File: config.mk
export PLATFORM = sky130hd
export DESIGN_NAME = pll_divphase_core
export DESIGN_NICKNAME = d
export VERILOG_FILES = /design/src/rtl/pdl_pkg.sv /design/src/rtl/pdl_edge_sync.sv /design/src/rtl/pdl_prog_div.sv /design/src/rtl/pdl_phase_cmp.sv /design/src/rtl/pll_divphase_core.sv
export SDC_FILE = /design/constraint.sdc
export NUM_CORES = 1
export LEC_CHECK = 0
export BUFFER_PORTS_ARGS = -buffer_cell sky130_fd_sc_hd__buf_2
export CAP_MARGIN = 5
export CORE_UTILIZATION = 60
export CTS_CLUSTER_DIAMETER = 80
export DETAILED_ROUTE_END_ITERATION = 8
export GPL_TIMING_DRIVEN = 0
export PLACE_DENSITY = 0.85
export RECOVER_POWER = 25
export SLEW_MARGIN = 20
export SYNTH_ARGS = -nofsm -noshare
export SYNTH_HDL_FRONTEND = slang
export SYNTH_SLANG_ARGS = --single-unit
File: constraint.sdc
create_clock -name clk -period 7.71 [get_ports clk]
set_input_delay 1.542 -clock clk [delete_from_list [all_inputs] [get_ports clk]]
set_output_delay 1.542 -clock clk [all_outputs]
set_load 0.005 [all_outputs]
File: src/rtl/pdl_pkg.sv
package pdl_pkg;

  typedef enum logic [1:0] {
    PD_IDLE = 2'd0,
    PD_LEAD = 2'd1,
    PD_LAG  = 2'd2
  } pd_state_t;

  // Raise a ratio word to the divider's floor value.
  function automatic int unsigned floor_ratio(input int unsigned r,
                                              input int unsigned rmin);
    return (r < rmin) ? rmin : r;
  endfunction

  // Reference ratio: base shifted left by the select code.
  function automatic int unsigned ref_ratio(input int unsigned base,
                                            input logic [1:0] sel);
    return base << sel;
  endfunction

endpackage

File: src/rtl/pdl_edge_sync.sv
module pdl_edge_sync #(
  parameter int STAGES = 2
) (
  input  logic clk,
  input  logic rst_n,
  input  logic d_in,
  output logic rise_o
);

  logic [STAGES:0] sync_q;

  always_ff @(posedge clk) begin
    if (!rst_n) sync_q <= '0;
    else        sync_q <= {sync_q[STAGES-1:0], d_in};
  end

  assign rise_o = sync_q[STAGES-1] & ~sync_q[STAGES];

endmodule

File: src/rtl/pdl_prog_div.sv
module pdl_prog_div #(
  parameter int CW   = 15,
  parameter int RMIN = 1024
) (
  input  logic          clk,
  input  logic          rst_n,
  input  logic          tick_i,
  input  logic [CW-1:0] ratio_i,
  output logic          term_o
);

  logic [CW-1:0] cnt_q;
  logic [CW-1:0] n_act_q;
  logic [CW-1:0] ratio_eff;
  logic          at_term;

  assign ratio_eff = CW'(pdl_pkg::floor_ratio(32'(ratio_i), RMIN));
  assign at_term   = tick_i && (cnt_q >= (n_act_q - CW'(1)));

  always_ff @(posedge clk) begin
    if (!rst_n) begin
      cnt_q   <= '0;
      n_act_q <= ratio_eff;
      term_o  <= 1'b0;
    end else begin
      term_o <= at_term;
      if (tick_i) begin
        if (at_term) begin
          cnt_q   <= '0;
          n_act_q <= ratio_eff;
        end else begin
          cnt_q <= cnt_q + CW'(1);
        end
      end
    end
  end


  ratio_hold_chk: assert property (@(posedge clk) disable iff (!rst_n)
    !at_term |=> $stable(n_act_q));


  term_src_chk: assert property (@(posedge clk) disable iff (!rst_n)
    term_o |-> $past(tick_i));

endmodule

File: src/rtl/pdl_phase_cmp.sv
module pdl_phase_cmp #(
  parameter int EW       = 6,
  parameter int LOCK_WIN = 3,
  parameter int LOCK_CNT = 4
) (
  input  logic clk,
  input  logic rst_n,
  input  logic fv_i,
  input  logic fr_i,
  output logic src_en_o,
  output logic snk_en_o,
  output logic lock_o
);
  import pdl_pkg::*;

  localparam int GW = $clog2(LOCK_CNT + 1);

  pd_state_t     state_q, state_d;
  logic [EW-1:0] err_q, err_d, err_now;
  logic [GW-1:0] good_q;
  logic          cmp_done, cmp_good;

  always_comb begin
    state_d  = state_q;
    cmp_done = 1'b0;
    err_now  = '0;
    unique case (state_q)
      PD_IDLE: begin
        if (fv_i && fr_i)  cmp_done = 1'b1;
        else if (fv_i)     state_d  = PD_LEAD;
        else if (fr_i)     state_d  = PD_LAG;
      end
      PD_LEAD: if (fr_i) begin
        cmp_done = 1'b1;
        err_now  = err_q;
        state_d  = PD_IDLE;
      end
      PD_LAG: if (fv_i) begin
        cmp_done = 1'b1;
        err_now  = err_q;
        state_d  = PD_IDLE;
      end
      default: state_d = PD_IDLE;
    endcase
  end

  always_comb begin
    if (state_q == PD_IDLE && state_d != PD_IDLE) err_d = EW'(1);
    else if (state_q != PD_IDLE && state_d == state_q)
      err_d = (err_q == '1) ? err_q : err_q + EW'(1);
    else err_d = '0;
  end

  assign cmp_good = cmp_done && (32'(err_now) < LOCK_WIN);

  always_ff @(posedge clk) begin
    if (!rst_n) begin
      state_q <= PD_IDLE;
      err_q   <= '0;
      good_q  <= '0;
    end else begin
      state_q <= state_d;
      err_q   <= err_d;
      if (cmp_done) begin
        if (!cmp_good)                     good_q <= '0;
        else if (good_q != GW'(LOCK_CNT))  good_q <= good_q + GW'(1);
      end
    end
  end

  assign src_en_o = (state_q == PD_LEAD);
  assign snk_en_o = (state_q == PD_LAG);
  assign lock_o   = (good_q == GW'(LOCK_CNT));


  coincide_quiet_chk: assert property (@(posedge clk) disable iff (!rst_n)
    (state_q == PD_IDLE && fv_i && fr_i) |=> (!src_en_o && !snk_en_o));


  lead_open_chk: assert property (@(posedge clk) disable iff (!rst_n)
    (state_q == PD_IDLE && fv_i && !fr_i) |=> src_en_o);


  lag_open_chk: assert property (@(posedge clk) disable iff (!rst_n)
    (state_q == PD_IDLE && fr_i && !fv_i) |=> snk_en_o);


  lock_rise_chk: assert property (@(posedge clk) disable iff (!rst_n)
    $rose(lock_o) |-> $past(cmp_good));


  lock_drop_chk: assert property (@(posedge clk) disable iff (!rst_n)
    (cmp_done && !cmp_good) |=> !lock_o);

endmodule

File: src/rtl/pll_divphase_core.sv
module pll_divphase_core #(
  parameter int N_W         = 15,
  parameter int N_MIN       = 1024,
  parameter int REF_BASE    = 512,
  parameter int SYNC_STAGES = 2,
  parameter int EW          = 6,
  parameter int LOCK_WIN    = 3,
  parameter int LOCK_CNT    = 4
) (
  input  logic           clk,
  input  logic           rst_n,
  input  logic           vco_div8_in,
  input  logic           xtal_in,
  input  logic [N_W-1:0] n_word,
  input  logic [1:0]     ref_sel,
  input  logic [1:0]     test_sel,
  output logic           src_en,
  output logic           snk_en,
  output logic           lock,
  output logic           mon_out
);

  localparam int REF_MAX = REF_BASE * 8;
  localparam int RW      = $clog2(REF_MAX + 1);

  logic          vco_rise, xtal_rise;
  logic          fv_pulse, fr_pulse;
  logic [RW-1:0] ref_ratio_w;

  assign ref_ratio_w = RW'(pdl_pkg::ref_ratio(REF_BASE, ref_sel));

  pdl_edge_sync #(.STAGES(SYNC_STAGES)) vco_sync_i (
    .clk(clk), .rst_n(rst_n), .d_in(vco_div8_in), .rise_o(vco_rise));

  pdl_edge_sync #(.STAGES(SYNC_STAGES)) xtal_sync_i (
    .clk(clk), .rst_n(rst_n), .d_in(xtal_in), .rise_o(xtal_rise));

  pdl_prog_div #(.CW(N_W), .RMIN(N_MIN)) n_div_i (
    .clk(clk), .rst_n(rst_n), .tick_i(vco_rise),
    .ratio_i(n_word), .term_o(fv_pulse));

  pdl_prog_div #(.CW(RW), .RMIN(REF_BASE)) r_div_i (
    .clk(clk), .rst_n(rst_n), .tick_i(xtal_rise),
    .ratio_i(ref_ratio_w), .term_o(fr_pulse));

  pdl_phase_cmp #(.EW(EW), .LOCK_WIN(LOCK_WIN), .LOCK_CNT(LOCK_CNT)) pd_i (
    .clk(clk), .rst_n(rst_n), .fv_i(fv_pulse), .fr_i(fr_pulse),
    .src_en_o(src_en), .snk_en_o(snk_en), .lock_o(lock));

  always_ff @(posedge clk) begin
    if (!rst_n) mon_out <= 1'b0;
    else begin
      unique case (test_sel)
        2'b01:   mon_out <= fv_pulse;
        2'b10:   mon_out <= fr_pulse;
        2'b11:   mon_out <= fv_pulse | fr_pulse;
        default: mon_out <= 1'b0;
      endcase
    end
  end


  mon_off_chk: assert property (@(posedge clk) disable iff (!rst_n)
    (test_sel == 2'b00) |=> !mon_out);


  mon_vco_chk: assert property (@(posedge clk) disable iff (!rst_n)
    (test_sel == 2'b01) |=> (mon_out == $past(fv_pulse)));

endmodule

==> impl_metrics.yaml, run 1 <==
status:
  status: "finished clean"
synth:
  async_flop_share_pct: 0
  synth_top_area_share_pct: 26.9
  synthTopCellsByArea: "dfxtp_1 27%, edfxtp_1 16%, ha_1 11%, xnor2_1 6.1%, nor2_1 5.2%"
  ys_seq_area_share_pct: 42.9
  ys_warn_count: 0
  synth_top_cell_by_area: "dfxtp_1"
  synth_edf_count: 19
  ys.flop_type: "dfxtp_1"
  synth_cell_type_count: 44
  syn_area_per_cell_um2: 9.10
  synth_area_um2: 3570
  ys_ff_latch: 67
  synth_nets: 445
  syn_inst: 392
layout:
  drive_above_1_share_pct: 10.6
  fin_area_um2: 3950
  nets: 482
  area_growth_pct: 10.6
  fillCellCount: 448
  antenna_cells: 0
worst_setup_path:
  required_ps: 7790
  cp_max_fo: 24
  endpoint_kind: "flip-flop"
  cp.arrival_ps: 3410
  crit_path_start_kind: "flip-flop"
  criticalPathCategory: "reg -> reg"
  rrSetupSlack_ps: 4390
cts:
  postCtsSetupRepairBufs: 0
  cts_hold_buf: 0
  cts_tree: "done"
  clk_path_buf_depth: 2
  htree_levels: 3
  clock_sinks: 67
  cts_root_buf: "clkbuf_8"
  cts_resized: 0
  worst_skew_pair.late_latency_ps: 340
  path_clk_slew_ps: 70
  numCtsBuffers: 9
routing:
  finalWirelength_um: 6380
  drt-wirelength-per-cell_um: 12.6
  drtAntennaViolNets: 0
  firstDrtPassIters: 4
  drc: 0
  drt_iter0_drc: 154
  vias: 2792
  via_per_inst: 5.53
floorplan:
  fp.dieW_um: 79.1
  rows: 27
  ios: 27
  initial_core_util_pct: 63.6
  core_area_um2: 5610
  die_y_um: 79.1
  fp.dieArea_um2: 6260
timing:
  fin_skew_ps: 8.71
  slew_viol_final: 0
  whs_ps: 450
  rsz0062_at_grt: "no"
  finalSetupViolCount: 0
  tns_ps: 0
  clock.fmax_mhz: 301
  worst_pin_slew_ps: 730
  hold_viol: 0
  finalCritPeriodShare_pct: 43.1
  slew_headroom_pct: 50.7
  period_needed_ps: 3320
placement:
  placed_cell_area_um2: 3790
  hpwl_um: 4840
  place_congestion: 0.810
  numPortBuffers: 26
global_route:
  track_usage_pct: 23.5
  antenna_found_initial: 0
  gr-total-overflow: 0
  grt_pass1_vias: 2731
  grt_pass1_wl_um: 11400
  grt_max_degree: 25
min_path:
  min_path_type: "reg -> reg"
power_and_ir_drop:
  finalPower_uw: 665
  total_leakage_power_uw: 0.00153
  vdd_drop_max_uv: 141
  p_per_area_nw_per_um2: 169
run:
  maxCapViolCount: 0
==> cell usage after synthesis (3+ instances only) <==
cell       n
a21oi_1   17
nor2_1    49
nor2b_1   17
nand2_1   40
xor2_1    13
or3_1      4
o21ai_0   11
and2_1     8
nand3b_1   3
nor4_1     7
inv_1     16
a22oi_1    5
and4_1     3
nand4_1    8
nand2b_1   3
ha_1      30
or2_2      3
xnor2_1   25
nand3_1   16
edfxtp_1  19
dfxtp_1   48
nor3_1    13
clkbuf_1   8
==> cells in the final DEF (no fill, tap or decap), types with 4 or more instances in the layout <==
cell type	n
a21oi_1	17
xnor2_1	25
xor2_1	13
nor3_1	13
o21ai_0	11
dfxtp_1	48
ha_1	30
a22oi_1	5
edfxtp_1	19
buf_2	24
nor2_1	49
nand2_1	40
clkbuf_1	13
nand3_1	16
nand4_1	8
nor2b_1	17
or3_1	4
and2_1	6
nor4_1	7
clkbuf_8	10
inv_1	16
==> cells by family (layout without fill, tap and decap cells) <==
family | after synthesis | in the layout | synth area share [%]
xor gates and xnor gates | 38 | 38 | 9.33
AOI/OAI and AO/OA | 46 | 46 | 8.03
adders and majority gates | 30 | 30 | 10.5
DFF | 67 | 67 | 42.9
muxes | 2 | 2 | 0.561
buffers and inverters | 26 | 67 | 2.98
and+or+nand+nor | 183 | 183 | 25.7
==> stage by stage <==
| stage | cells | setup WS [ps] | utilization (%) |
|---|---|---|---|
| after floorplan | 392 | 4790 | - |
| after global placement | 490 | 4480 | 67.6 |
| after detailed placement | 490 | 4370 | 67.6 |
| after CTS | 505 | 4360 | 70.4 |
| after global routing | 505 | 4090 | 70.3 |
| final | 505 | 4390 | 70.3 |
==> state kept, by name (all words and copies together) (netlist names) <==
name                count
r_div_i.term_o          1
r_div_i.n_act_q         4
pd_i.err_q              6
pd_i.good_q             3
r_div_i.cnt_q          13
pd_i.state_q            2
n_div_i.cnt_q          15
n_div_i.n_act_q        15
vco_sync_i.sync_q       3
n_div_i.term_o          1
mon_out                 1
xtal_sync_i.sync_q      3
==> power by group <==
part	switching, uW	total [uW]	internal [uW]
logic	22.5	42.2	19.6
registers	7.02	378	371
clock network	122	244	122
total	152	665	513
==> critical path: stages (launching register included) <==
cell and delay, ps:
edfxtp_1 450, nor3_1 460, nand3_1 200, nor4_1 280, xnor2_1 190, ha_1 280, and3_4 160, a221o_1 370
a221oi_2 300, o21ai_2 160, buf_6 210
==> routing by layer <==
metal	track usage, %	part of all wire [%]	up-vias
met1	27.5	45	1279
met3	5.52	4.3	13
met2	38.7	49	59
met4	14.5	1.9	0
li1	-	-	1441
met5	0	0	-
==> path summary, 6_finish.rpt <==
check	from	endpoint	cells after the start
max	n_div_i.n_act_q[2]$_SDFFCE_PN0P_	n_div_i.n_act_q[14]$_SDFFCE_PN0P_	10
min	vco_sync_i.sync_q[0]$_SDFF_PN0_	vco_sync_i.sync_q[1]$_SDFF_PN0_	1
min reg2reg	vco_sync_i.sync_q[0]$_SDFF_PN0_	vco_sync_i.sync_q[1]$_SDFF_PN0_	1
max reg2reg	n_div_i.n_act_q[2]$_SDFFCE_PN0P_	n_div_i.n_act_q[14]$_SDFFCE_PN0P_	10
==> cell type report <==
| type | count | area (um2) | area share, % |
|---|---|---|---|
| plain buffers | 10 | 46.3 | 1.17 |
| clock buffers | 12 | 145 | 3.68 |
| clock inverters | 3 | 15.0 | 0.381 |
| inverters | 16 | 60.1 | 1.52 |
| multi-input cells | 299 | 1930 | 48.9 |
| flip-flops and latches | 67 | 1530 | 38.8 |
| well taps | 72 | 90.1 | 2.28 |
| repair buffers | 26 | 126 | 3.20 |
No activity file was read; power rests on OpenSTA's default activity.
==> inputs of run 2 (changes only) <==
--- a/config.mk
+++ b/config.mk
@@ -5,13 +5,14 @@
 export SDC_FILE = /design/constraint.sdc
 export NUM_CORES = 1
 export LEC_CHECK = 0
+export ABC_AREA = 1
 export BUFFER_PORTS_ARGS = -buffer_cell sky130_fd_sc_hd__buf_2
 export CAP_MARGIN = 5
 export CORE_UTILIZATION = 60
 export CTS_CLUSTER_DIAMETER = 80
 export DETAILED_ROUTE_END_ITERATION = 8
 export GPL_TIMING_DRIVEN = 0
-export PLACE_DENSITY = 0.85
+export PLACE_DENSITY = 0.84
 export RECOVER_POWER = 25
 export SLEW_MARGIN = 20
 export SYNTH_ARGS = -nofsm -noshare
==> constraint.sdc (replaced) <==
create_clock -name clk -period 3.15 [get_ports clk]
set_input_delay 0.63 -clock clk [delete_from_list [all_inputs] [get_ports clk]]
set_output_delay 0.63 -clock clk [all_outputs]
set_load 0.005 [all_outputs]
==> impl_metrics.yaml, run 2 <==
floorplan:
  fp.dieW_um: 81.8
  core_area_um2: 6030
  die_y_um: 81.8
  fp.dieArea_um2: 6700
  initial_core_util_pct: 63.5
  rows: 28
  ios: 27
timing:
  slew_viol_final: 0
  worst_pin_slew_ps: 469
  finalCritPeriodShare_pct: 93.5
  clock.fmax_mhz: 340
  slew_headroom_pct: 68.7
  fin_skew_ps: 8.99
  period_needed_ps: 2940
  hold_viol: 0
  setup_ws_ps: 205
  finalSetupViolCount: 0
placement:
  place_congestion: 0.864
  pre_cts_slack_ps: 115
  placed_cell_area_um2: 4050
  numPortBuffers: 26
  hpwl_um: 5200
global_route:
  gr-total-overflow: 0
  grt_pass1_wl_um: 11800
  grt_max_degree: 25
  grt_pass1_vias: 2950
  antenna_found_initial: 0
  track_usage_pct: 23.0
synth:
  synth_nets: 547
  async_flop_share_pct: 0
  syn_area_per_cell_um2: 7.74
  ys_top_cells_by_count: "119 x nand2_1, 68 x nor2_1, 64 x inv_1, 48 x dfxtp_1, 30 x ha_1"
  ys.flop_type: "dfxtp_1"
  synth_top_cell_by_area: "dfxtp_1"
  synth_area_um2: 3820
  ys_warn_count: 0
  synth_cell_type_count: 38
  synthTopCellsByArea: "dfxtp_1 25%, edfxtp_1 15%, nand2_1 12%, ha_1 9.8%, nor2_1 6.7%"
  synth.most_common_cell: "nand2_1"
  ys_ff_latch: 67
  synth_top_area_share_pct: 25.1
  syn_inst: 494
  ys_seq_area_share_pct: 40.0
  synth_edf_count: 19
worst_setup_path:
  criticalPathCategory: "reg -> reg"
  cp_max_fo: 24
  crit_path_start_kind: "flip-flop"
  cp.arrival_ps: 3040
  required_ps: 3250
  endpoint_kind: "flip-flop"
power_and_ir_drop:
  total_leakage_power_uw: 0.00189
  p_per_area_nw_per_um2: 408
  vdd_drop_max_uv: 327
layout:
  nets: 584
  fillCellCount: 480
  fin_area_um2: 4250
  drive_above_1_share_pct: 12.3
  layout_commonest_cell: "nand2_1"
  antenna_cells: 0
  final_cell_mix: "119 x nand2_1, 68 x nor2_1, 64 x inv_1"
  reg_top3: "n_div_i.cnt_q: 15 flops, n_div_i.n_act_q: 15 flops, r_div_i.cnt_q: 13 flops"
  post-route-util_pct: 70.6
  area_growth_pct: 11.2
cts:
  cts_hold_buf: 0
  clk_path_buf_depth: 2
  cts_root_buf: "clkbuf_8"
  htree_levels: 3
  postCtsSetupRepairBufs: 0
  path_clk_slew_ps: 70
  worst_skew_pair.late_latency_ps: 340
  clock_sinks: 67
  cts_resized: 0
  cts_tree: "done"
  numCtsBuffers: 9
routing:
  via_per_inst: 5.09
  vias: 3107
  drt_iter0_drc: 121
  drtAntennaViolNets: 0
  firstDrtPassIters: 4
  drt-wirelength-per-cell_um: 11.3
  drc: 0
  finalWirelength_um: 6920
min_path:
  min_path_type: "reg -> reg"
run:
  maxCapViolCount: 0
status:
  status: "finished clean"
[run 2: changes by cell type after synthesis, moves of 5 or more]
cell / change
a22oi_1: -5
and2_1: -8
inv_1: +48
nand2_1: +79
nand3_1: +9
nor2_1: +19
nor2_2: +11
nor2b_1: -17
nor3_1: -9
nor4_1: -6
xnor2_1: -12
xor2_1: +7
[run 2: metrics by stage]
step | setup TNS, ps | power, uW | hold WS, ps | cells
3_3_place_gp | 0 | 1050 | 393 | 595
4_1_cts | 0 | 1740 | 425 | 610
3_5_place_dp | 0 | 1060 | 402 | 595
2_1_floorplan | 0 | 1020 | 390 | 494
6_report | 0 | 1740 | 422 | 610
5_1_grt | -190 | 1800 | 451 | 610
[run 2: final cells by class]
class                           count  area, um2  share of cell area (%)
Clock buffer                       10        138                    3.24
Clock inverter                      5       53.8                    1.27
Timing Repair Buffer               26        124                    2.91
Multi-Input combinational cell    351       2000                    47.1
Sequential cell                    67       1530                    36.0
Tap cell                           75       93.8                    2.21
Buffer                              8       53.8                    1.27
Inverter                           68        255                    6.00
[run 2: cells by family after synthesis]
logic type               synth area share (%)
AO/OA/AOI/OAI                            5.20
XOR/XNOR                                 7.56
adder cells (fa/ha/maj)                  9.81
buffers and inverters                    7.88
flip-flops                               40.0
multiplexers                            0.262
AND/OR/NAND/NOR                          29.2
[run 2: metal layers]
metal  GRT usage (%)  vias to the layer above  part of all wire [%]
met1            27.7                     1410                    47
met4            9.12                        0                   1.4
met3            4.33                       11                   2.5
met2            40.1                       36                    49
li1                -                     1650                     -
met5               0                        -                     0
[run 2: power by group]
group          total, uW  switching, uW  internal [uW]
sequential           922           14.5            907
combinational        119           69.2           49.6
clock                695            315            380
total               1740            399           1340
[run 2: final timing paths]
kind | startpoint | to | slack [ps] | cells after the start
worst max-delay path | n_div_i.n_act_q[0]$_SDFFCE_PN0P_ | n_div_i.n_act_q[6]$_SDFFCE_PN0P_ | 210 | 17
worst min register to register | vco_sync_i.sync_q[0]$_SDFF_PN0_ | vco_sync_i.sync_q[1]$_SDFF_PN0_ | 420 | 2
worst max register to register | n_div_i.n_act_q[0]$_SDFFCE_PN0P_ | n_div_i.n_act_q[6]$_SDFFCE_PN0P_ | 210 | 17
worst min-delay path | vco_sync_i.sync_q[0]$_SDFF_PN0_ | vco_sync_i.sync_q[1]$_SDFF_PN0_ | 420 | 2
[run 2: critical path, stage by stage (launching register included)]
cell and delay [ps]:
edfxtp_1 370, inv_1 150, ha_1 210, nand2_1 150
nor2_4 180, nand2_1 110, nor3b_2 190, xnor2_1 130
ha_1 260, nand2_1 120, inv_1 60, nand2_1 60
nand2_1 50, a21oi_1 120, nand3_1 110, nand2_1 130
nand2_4 110, buf_12 180
